--- src/rtl/scsi_move_engine.sv ---
module scsi_move_engine #(
  parameter int ADDR_W = 32
) (
  input  logic              clk,
  input  logic              rst_n,
  input  logic              start,
  input  logic [31:0]       cmd_word,
  input  logic [ADDR_W-1:0] cmd_addr,
  input  logic              target_mode,
  input  logic              set_atn,
  input  logic              clr_ack,
  input  logic              bus_req,
  input  logic [2:0]        bus_phase_in,
  input  logic [7:0]        bus_din,
  output logic [7:0]        bus_dout,
  output logic              bus_dout_oe,
  output logic              bus_ack,
  output logic              bus_atn,
  output logic [2:0]        bus_phase_out,
  output logic              bus_phase_oe,
  output logic [ADDR_W-1:0] mem_addr,
  output logic              mem_we,
  output logic [7:0]        mem_wdata,
  input  logic [7:0]        mem_rdata,
  output logic              busy,
  output logic              done,
  output logic              mismatch_irq,
  output logic [2:0]        latched_phase,
  output logic [23:0]       count_left
);
  localparam int PH_LSB = 24;
  localparam int CNT_W  = PH_LSB;
  localparam logic [2:0] PH_MSG_OUT = 3'b110;
  localparam logic [2:0] PH_MSG_IN  = 3'b111;

  typedef enum logic [1:0] {S_IDLE, S_WAIT_REQ, S_WAIT_DROP} state_t;

  state_t            state;
  logic [1:0]        req_sync;
  logic              req_d;
  logic [2:0]        ph_s1, ph_s2;
  logic [2:0]        phase_q, latch_q, tgt_ph_q;
  logic [CNT_W-1:0]  cnt_q;
  logic [ADDR_W-1:0] addr_q;
  logic              first_q, ack_q, hold_q, atn_q, armed_q;
  logic              done_q, irq_q, tgt_oe_q;
  logic [4:0]        unused_cmd_bits;

  wire              req_s    = req_sync[1];
  wire              req_rise = req_s & ~req_d;
  wire [2:0]        cmd_ph   = cmd_word[PH_LSB+2:PH_LSB];
  wire [CNT_W-1:0]  cmd_cnt  = cmd_word[CNT_W-1:0];
  wire              last     = (cnt_q == CNT_W'(1));
  wire              phase_ok = (ph_s2 == phase_q) && (phase_q[2:1] != 2'b10);
  wire              xfer_ok  = !first_q || phase_ok;

  assign unused_cmd_bits = cmd_word[31:PH_LSB+3];

  always_ff @(posedge clk or negedge rst_n) begin
    if (!rst_n) begin
      req_sync <= '0;
      req_d    <= 1'b0;
      ph_s1    <= '0;
      ph_s2    <= '0;
    end else begin
      req_sync <= {req_sync[0], bus_req};
      req_d    <= req_s;
      ph_s1    <= bus_phase_in;
      ph_s2    <= ph_s1;
    end
  end

  always_ff @(posedge clk or negedge rst_n) begin
    if (!rst_n) begin
      state    <= S_IDLE;
      phase_q  <= '0;
      latch_q  <= '0;
      tgt_ph_q <= '0;
      cnt_q    <= '0;
      addr_q   <= '0;
      first_q  <= 1'b0;
      ack_q    <= 1'b0;
      hold_q   <= 1'b0;
      atn_q    <= 1'b0;
      armed_q  <= 1'b0;
      done_q   <= 1'b0;
      irq_q    <= 1'b0;
      tgt_oe_q <= 1'b0;
    end else begin
      done_q <= 1'b0;
      irq_q  <= 1'b0;
      if (req_rise) latch_q <= ph_s2;
      if (set_atn) begin
        atn_q   <= 1'b1;
        armed_q <= 1'b1;
      end
      if (clr_ack && hold_q) begin
        ack_q  <= 1'b0;
        hold_q <= 1'b0;
      end
      case (state)
        S_IDLE: if (start) begin
          phase_q <= cmd_ph;
          addr_q  <= cmd_addr;
          first_q <= 1'b1;
          if (target_mode) begin
            tgt_ph_q <= cmd_ph;
            tgt_oe_q <= 1'b1;
            cnt_q    <= '0;
            done_q   <= 1'b1;
          end else begin
            tgt_oe_q <= 1'b0;
            cnt_q    <= cmd_cnt;
            if (cmd_cnt == '0) done_q <= 1'b1;
            else               state  <= S_WAIT_REQ;
          end
        end
        S_WAIT_REQ: if (req_rise) begin
          if (!xfer_ok) begin
            irq_q <= 1'b1;
            state <= S_IDLE;
          end else begin
            first_q <= 1'b0;
            ack_q   <= 1'b1;
            hold_q  <= 1'b0;
            if (last && phase_q == PH_MSG_OUT && armed_q) begin
              atn_q   <= 1'b0;
              armed_q <= 1'b0;
            end
            state <= S_WAIT_DROP;
          end
        end
        S_WAIT_DROP: if (!req_s) begin
          if (last && phase_q == PH_MSG_IN) hold_q <= 1'b1;
          else                              ack_q  <= 1'b0;
          cnt_q  <= cnt_q - CNT_W'(1);
          addr_q <= addr_q + ADDR_W'(1);
          if (last) begin
            done_q <= 1'b1;
            state  <= S_IDLE;
          end else begin
            state <= S_WAIT_REQ;
          end
        end
        default: state <= S_IDLE;
      endcase
    end
  end

  assign busy          = (state != S_IDLE);
  assign done          = done_q;
  assign mismatch_irq  = irq_q;
  assign latched_phase = latch_q;
  assign count_left    = cnt_q;
  assign bus_ack       = ack_q;
  assign bus_atn       = atn_q;
  assign bus_phase_out = tgt_ph_q;
  assign bus_phase_oe  = tgt_oe_q;
  assign mem_addr      = addr_q;
  assign mem_wdata     = bus_din;
  assign mem_we        = (state == S_WAIT_REQ) && req_rise && phase_q[0] && xfer_ok;
  assign bus_dout      = mem_rdata;
  assign bus_dout_oe   = busy && !phase_q[0];

  assert_ack_after_req_R5: assert property (@(posedge clk) disable iff (!rst_n)
    $rose(bus_ack) |-> req_s);
  assert_ack_release_R5: assert property (@(posedge clk) disable iff (!rst_n)
    $fell(bus_ack) |-> (!req_s || $past(clr_ack)));
  assert_no_write_on_mismatch_R4: assert property (@(posedge clk) disable iff (!rst_n)
    mismatch_irq |-> !$past(mem_we));
  assert_irq_single_R4: assert property (@(posedge clk) disable iff (!rst_n)
    mismatch_irq |=> !mismatch_irq);
  assert_done_idle_R6: assert property (@(posedge clk) disable iff (!rst_n)
    done |-> (!busy && count_left == '0));
  assert_atn_drop_on_ack_R8: assert property (@(posedge clk) disable iff (!rst_n)
    $fell(bus_atn) |-> $rose(bus_ack));
  assert_no_phase_drive_in_move_R10: assert property (@(posedge clk) disable iff (!rst_n)
    busy |-> !bus_phase_oe);
  assert_write_only_when_busy_R3: assert property (@(posedge clk) disable iff (!rst_n)
    mem_we |-> (busy && !bus_dout_oe));
endmodule

--- config.mk ---
export PLATFORM = sky130hd
export DESIGN_NAME = scsi_move_engine
export DESIGN_NICKNAME = d
export VERILOG_FILES = /design/src/rtl/scsi_move_engine.sv
export SDC_FILE = /design/constraint.sdc
export NUM_CORES = 1
export LEC_CHECK = 0
export BUFFER_PORTS_ARGS = -buffer_cell sky130_fd_sc_hd__buf_2
export CORE_ASPECT_RATIO = 1.75
export CORE_MARGIN = 5
export CORE_UTILIZATION = 40
export CTS_CLUSTER_DIAMETER = 80
export DETAILED_ROUTE_END_ITERATION = 8
export PLACE_DENSITY_LB_ADDON = 0.15
export RECOVER_POWER = 50
export SLEW_MARGIN = 20
export SYNTH_ARGS = -nofsm -noshare
export SYNTH_HDL_FRONTEND = slang
export SYNTH_SLANG_ARGS = --single-unit
--- constraint.sdc ---
create_clock -name clk -period 3.75 [get_ports clk]
set_clock_uncertainty 0.1 [all_clocks]
set_input_delay 0.9375 -clock clk [delete_from_list [all_inputs] [get_ports clk]]
set_output_delay 0.9375 -clock clk [all_outputs]
set_load 0.1 [all_outputs]
==> results of run 1 <==
[flip-flops by register name, summed over array words and instances (netlist names), 2 cells and up]
signal	count
mem_addr	32
count_left	24
bus_phase_out	3
latched_phase	3
ph_s1	3
ph_s2	3
phase_q	3
req_sync	2
state	2
[stage by stage]
step	setup slack (ps)	util, %
finish	348.6	49.58
global route	136.8	49.58
CTS	350.1	49.82
detailed placement	722.3	47.11
global placement	763.9	47.11
floorplan	369.3	-
[worst max path at each step]
| stage | startpoint | endpoint | slack (ps) | cells after the start |
|---|---|---|---|---|
| after floorplan | phase_q[1] | mem_we | 370 | 4 |
| after global placement | phase_q[1] | mem_we | 760 | 5 |
| after detailed placement | phase_q[1] | mem_we | 720 | 5 |
| after CTS | phase_q[1] | mem_we | 350 | 5 |
| after global routing | phase_q[1] | mem_we | 140 | 5 |
| final | phase_q[1] | mem_we | 350 | 5 |
[cell usage in the layout (no fill, tap or decap), types with 3 or more instances in the layout]
| master | instances |
|---|---|
| ha_1 | 6 |
| or2_2 | 3 |
| a22oi_1 | 9 |
| or3_1 | 8 |
| o211ai_1 | 8 |
| mux2_2 | 8 |
| a21oi_1 | 33 |
| nor2b_1 | 10 |
| nand3b_1 | 3 |
| buf_4 | 8 |
| o31ai_1 | 3 |
| clkbuf_16 | 9 |
| inv_1 | 9 |
| nor4_1 | 17 |
| nand2b_1 | 5 |
| buf_2 | 131 |
| o21ai_0 | 38 |
| nor3_1 | 21 |
| clkbuf_1 | 7 |
| and4_1 | 4 |
| nand3_1 | 25 |
| o311ai_0 | 7 |
| a221o_1 | 7 |
| or4_1 | 9 |
| a32oi_1 | 3 |
| mux2i_1 | 15 |
| dfrtp_1 | 84 |
| nand4_1 | 8 |
| o22ai_1 | 19 |
| a31oi_1 | 3 |
| nand2_1 | 65 |
| and3_1 | 11 |
| nor2_1 | 27 |
[critical path, cell delays in order, from the launching register on]
cell and delay [ps]:
dfrtp_1 420, xor2_1 170, o32ai_1 340, a21boi_0 390
nor3b_2 270, buf_2 450
[final cells by class]
cell class / count / area (sq um)
fillers: 1158 / 6052
well taps: 165 / 206.4
inverters: 10 / 37.54
repair buffers: 148 / 752.0
flip-flops and latches: 84 / 2102
clock buffers: 11 / 252.7
clock inverters: 4 / 72.57
multi-input cells: 410 / 2527
[cells by family (layout without fill, tap and decap cells)]
logic type / after synthesis / count (layout) / share of synthesized area (%)
AO/OA/AOI/OAI: 149 / 149 / 19.77
multiplexers: 23 / 23 / 4.898
AND/OR/NAND/NOR: 229 / 229 / 24.57
adder cells (fa/ha/maj): 7 / 7 / 1.786
flip-flops: 84 / 84 / 42.86
XOR/XNOR: 2 / 2 / 0.3572
buffers and inverters: 59 / 173 / 5.765
[per-layer routing]
metal  up-vias  routed length [um]
li1       2289                   -
met1      2358                6105
met2       205                8338
met3        40                 960
met4         0                 673
met5         -                   0
==> metrics.yaml, run 1 <==
run_status:
  status: "finished, final reports clean"
setup_path:
  cp.required_ps: 2710
  critPathKind: "reg -> out"
  reg2reg_from: "count_left[18]"
  r2r_setup_slack_ps: 920
  startpoint_type: "flip-flop"
  r2r_cells: 5
  crit_arrival_ps: 2360
  crit_fanout: 6
  endpoint_kind: "output pin"
  r2r-end: "bus_ack"
cts:
  cts_made_buffers: 9
  clk_latency_ps: 330
  cts_setup_buffers: 0
  htreeDepth: 3
  root_buffer: "clkbuf_16"
  cts.sinks: 84
  path_clk_slew_ps: 60
  clockBufferDepth: 2
  cts_tree: "built"
  cts_resized: 0
  cts_hold_buf: 0
drt:
  route.detailed.wl_per_inst_um: 19.32
  drt_iter0_drc: 362
  drt-vias-per-instance: 5.880
  routed_wl_um: 16080
  vias: 4892
  drtAntennaViolNets: 0
  route.detailed.drc: 0
  drtPass1Iterations: 7
place:
  gp_congestion: 0.9111
  numPlacedInstances: 817
  dpl.hpwl_um: 11820
  port_buffers: 138
  place_area_sq_mm: 0.005654
die:
  rows: 53
  initial_core_util_pct: 40.86
  die_h_um: 156.5
  pin_count: 176
  dieArea_sq_mm: 0.01466
  core_sq_mm: 0.01200
  die_w_um: 93.71
global_route:
  overflow: 0
  grt_pass1_wl_um: 25400
  met2_usage_pct: 38.46
  grt_use_met3_pct: 4.233
  track_usage_pct: 22.03
  grt_pass1_vias: 4935
  antenna_found_initial: 0
  top_usage_layer: "met2"
  grt_max_degree: 54
  use_met1_pct: 25.27
sta:
  whs_ps: 247.6
  rsz0062_at_grt: "false"
  min_period_over_period_pct: 90.70
  clock.fmax_mhz: 294.0
  tns_ps: 0
  finalHoldViolations: 0
  finalSetupViolCount: 0
  relSlewSlack_pct: 5.754
  slew_viol_final: 0
  worst_pin_slew_ps: 1414
  finalCriticalPeriod_ps: 3401
synth:
  syn_area_per_cell_sq_um: 8.869
  ys_ff_latch: 84
  ys_seq_area_share_pct: 42.86
  ys_async_sr_fraction_pct: 100.0
  synthDistinctLibCells: 60
  yosysTopAreaCell: "dfrtp_1"
  ys.flop_type: "dfrtp_1"
  synth_edf_count: 0
  synth_cells: 553
  synth_area_sq_mm: 0.004905
  yosysTopAreaCellShare_pct: 42.86
  netlist_top_cells_area: "dfrtp_1 (43%), nand2_1 (5.0%), o21ai_0 (3.9%)"
  yosysMostFrequentCell: "dfrtp_1"
  synth_nets: 650
  yosys-top-cells-count: "dfrtp_1 (84), nand2_1 (65), o21ai_0 (38), a21oi_1 (33), clkbuf_1 (32)"
  yosys_warnings: 0
cells_and_area:
  syn_to_final_growth_pct: 21.33
  drive_above_1_share_pct: 26.69
  fin_cells: 832
  diodes: 0
  num-nets-final: 760
  design_area_sq_mm: 0.005951
hold_path:
  hp-start: "ph_s1[0]"
  hold_class: "reg -> reg"
  hold_depth: 0
  whs_endpoint: "ph_s2[0]"
flow_run:
  max_cap_violations: 0
Power of run 1 is not shown: default switching activity piles up to over one toggle a cycle in this logic, so the estimate is an artifact.
==> inputs of run 2 (changes only) <==
clock period = 4.32 ns   (was 3.75 ns; I/O delays follow)
==> run 2 against run 1 <==
  * Sequential share of layout area grew 0.13 points
  * Setup slack better by 480 ps
  * Highest routed layer unchanged
  * Non-clock buffer count decreased by 1
  * First-iteration DRC count shrank 16%
  * Critical path type unchanged
  * Via count grew 0.35%
  * The flow now finishes with violations (max-capacitance violations, max-slew violations)
  * Largest cell class unchanged
==> metrics.yaml, run 2 (synthesis results as in run 1) <==
global_route:
  grt_pass1_vias: 4890
  overflow: 0
  antenna_found_initial: 0
  track_usage_pct: 21.62
  grt_pass1_wl_um: 25050
  grt_max_degree: 33
sta:
  timing.final.ws_setup_ps: 833.4
  finalCriticalPeriod_ps: 3487
  slew_viol_final: 29
  tns_ps: 0
  clock.fmax_mhz: 286.8
  relSlewSlack_pct: -7.569
  min_period_over_period_pct: 80.71
  worst_pin_slew_ps: 1614
  finalHoldViolations: 0
  finalSetupViolCount: 0
  rsz0062_at_grt: "false"
cts:
  cts_tree: "built"
  clk_latency_ps: 340
  root_buffer: "clkbuf_16"
  htreeDepth: 3
  clockBufferDepth: 2
  cts_setup_buffers: 0
  path_clk_slew_ps: 60
  cts_hold_buf: 0
  cts.sinks: 84
  cts_made_buffers: 9
  cts_resized: 0
cells_and_area:
  final_common_cell: "buf_2"
  largest_reg_flops: 32
  drive_above_1_share_pct: 26.73
  num-nets-final: 759
  design_area_sq_mm: 0.005928
  mostFrequentLayoutCells: "buf_2 (134), dfrtp_1 (84), nand2_1 (65)"
  diodes: 0
  fin_cells: 831
  syn_to_final_growth_pct: 20.87
  fillers: 1202
setup_path:
  cp.required_ps: 3140
  startpoint_type: "flip-flop"
  r2r_cells: 8
  crit_arrival_ps: 2310
  reg2reg_from: "state[0]"
  critPathKind: "reg -> out"
  critPathLaunch: "ph_s2[1]"
  endpoint_kind: "output pin"
  r2r-end: "count_left[21]"
  crit_fanout: 6
  r2r_setup_slack_ps: 1350
place:
  port_buffers: 138
  place_ws_ps: 1100
  place_area_sq_mm: 0.005634
  numPlacedInstances: 816
  gp_congestion: 0.9017
  dpl.hpwl_um: 11960
die:
  die_h_um: 156.5
  die_w_um: 93.71
  pin_count: 176
  rows: 53
  initial_core_util_pct: 40.86
  dieArea_sq_mm: 0.01466
  core_sq_mm: 0.01200
drt:
  route.detailed.drc: 0
  drt_iter0_drc: 305
  route.detailed.wl_per_inst_um: 19.24
  routed_wl_um: 15990
  drt-vias-per-instance: 5.907
  drtPass1Iterations: 6
  vias: 4909
  drtAntennaViolNets: 0
flow_run:
  max_cap_violations: 1
run_status:
  violations: "max-capacitance violations, max-slew violations"
  status: "finished with violations"
hold_path:
  hold_class: "reg -> reg"
  hp-start: "ph_s1[2]"
  whs_endpoint: "ph_s2[2]"
  hold_depth: 0
-- run 2: changes by cell type in the layout (fill, tap and decap cells not counted) --
cell        change
buf_4           -2
clkbuf_1        -1
clkinvlp_4      +1
clkinv_2        -1
clkbuf_2        -1
clkbuf_8        +1
bufinv_16       -1
buf_2           +3
-- run 2: area by class of cell --
class	count	area, sq um	share of cell area (%)
Clock buffer	12	266.5	4.496
Tap cell	165	206.4	3.482
Clock inverter	3	45.04	0.7598
Multi-Input combinational cell	410	2527	42.63
Sequential cell	84	2102	35.46
Timing Repair Buffer	147	743.2	12.54
Inverter	10	37.54	0.6332
-- run 2: how the worst max path moves through the flow --
stage / endpoint / slack, ps
after global placement: mem_addr[2] / 1140
after global routing: ph_s1[1] / 560
after detailed placement: mem_addr[19] / 1100
after floorplan: mem_we / 800
after CTS: mem_we / 770
final: mem_we / 830
-- run 2: per-layer routing --
layer / global-route usage [%] / wire [um]
met5: 0 / 0
met4: 9.366 / 569
met3: 5.147 / 1031
met2: 38.12 / 8368
met1: 24.53 / 6021
-- run 2: stage by stage --
step	util (%)	hold slack, ps
floorplan	-	231.2
global placement	46.94	233.9
global route	49.39	268.8
detailed placement	46.94	237.3
CTS	49.54	250.8
finish	49.39	250.4
-- run 2: critical path, cell delays in order (launching register included) --
cell and delay [ps]:
dfrtp_1 420, xor2_1 160, o32ai_1 310, a21boi_0 360, nor3b_2 260, buf_2 450
Power of run 2 is left out for the same reason.
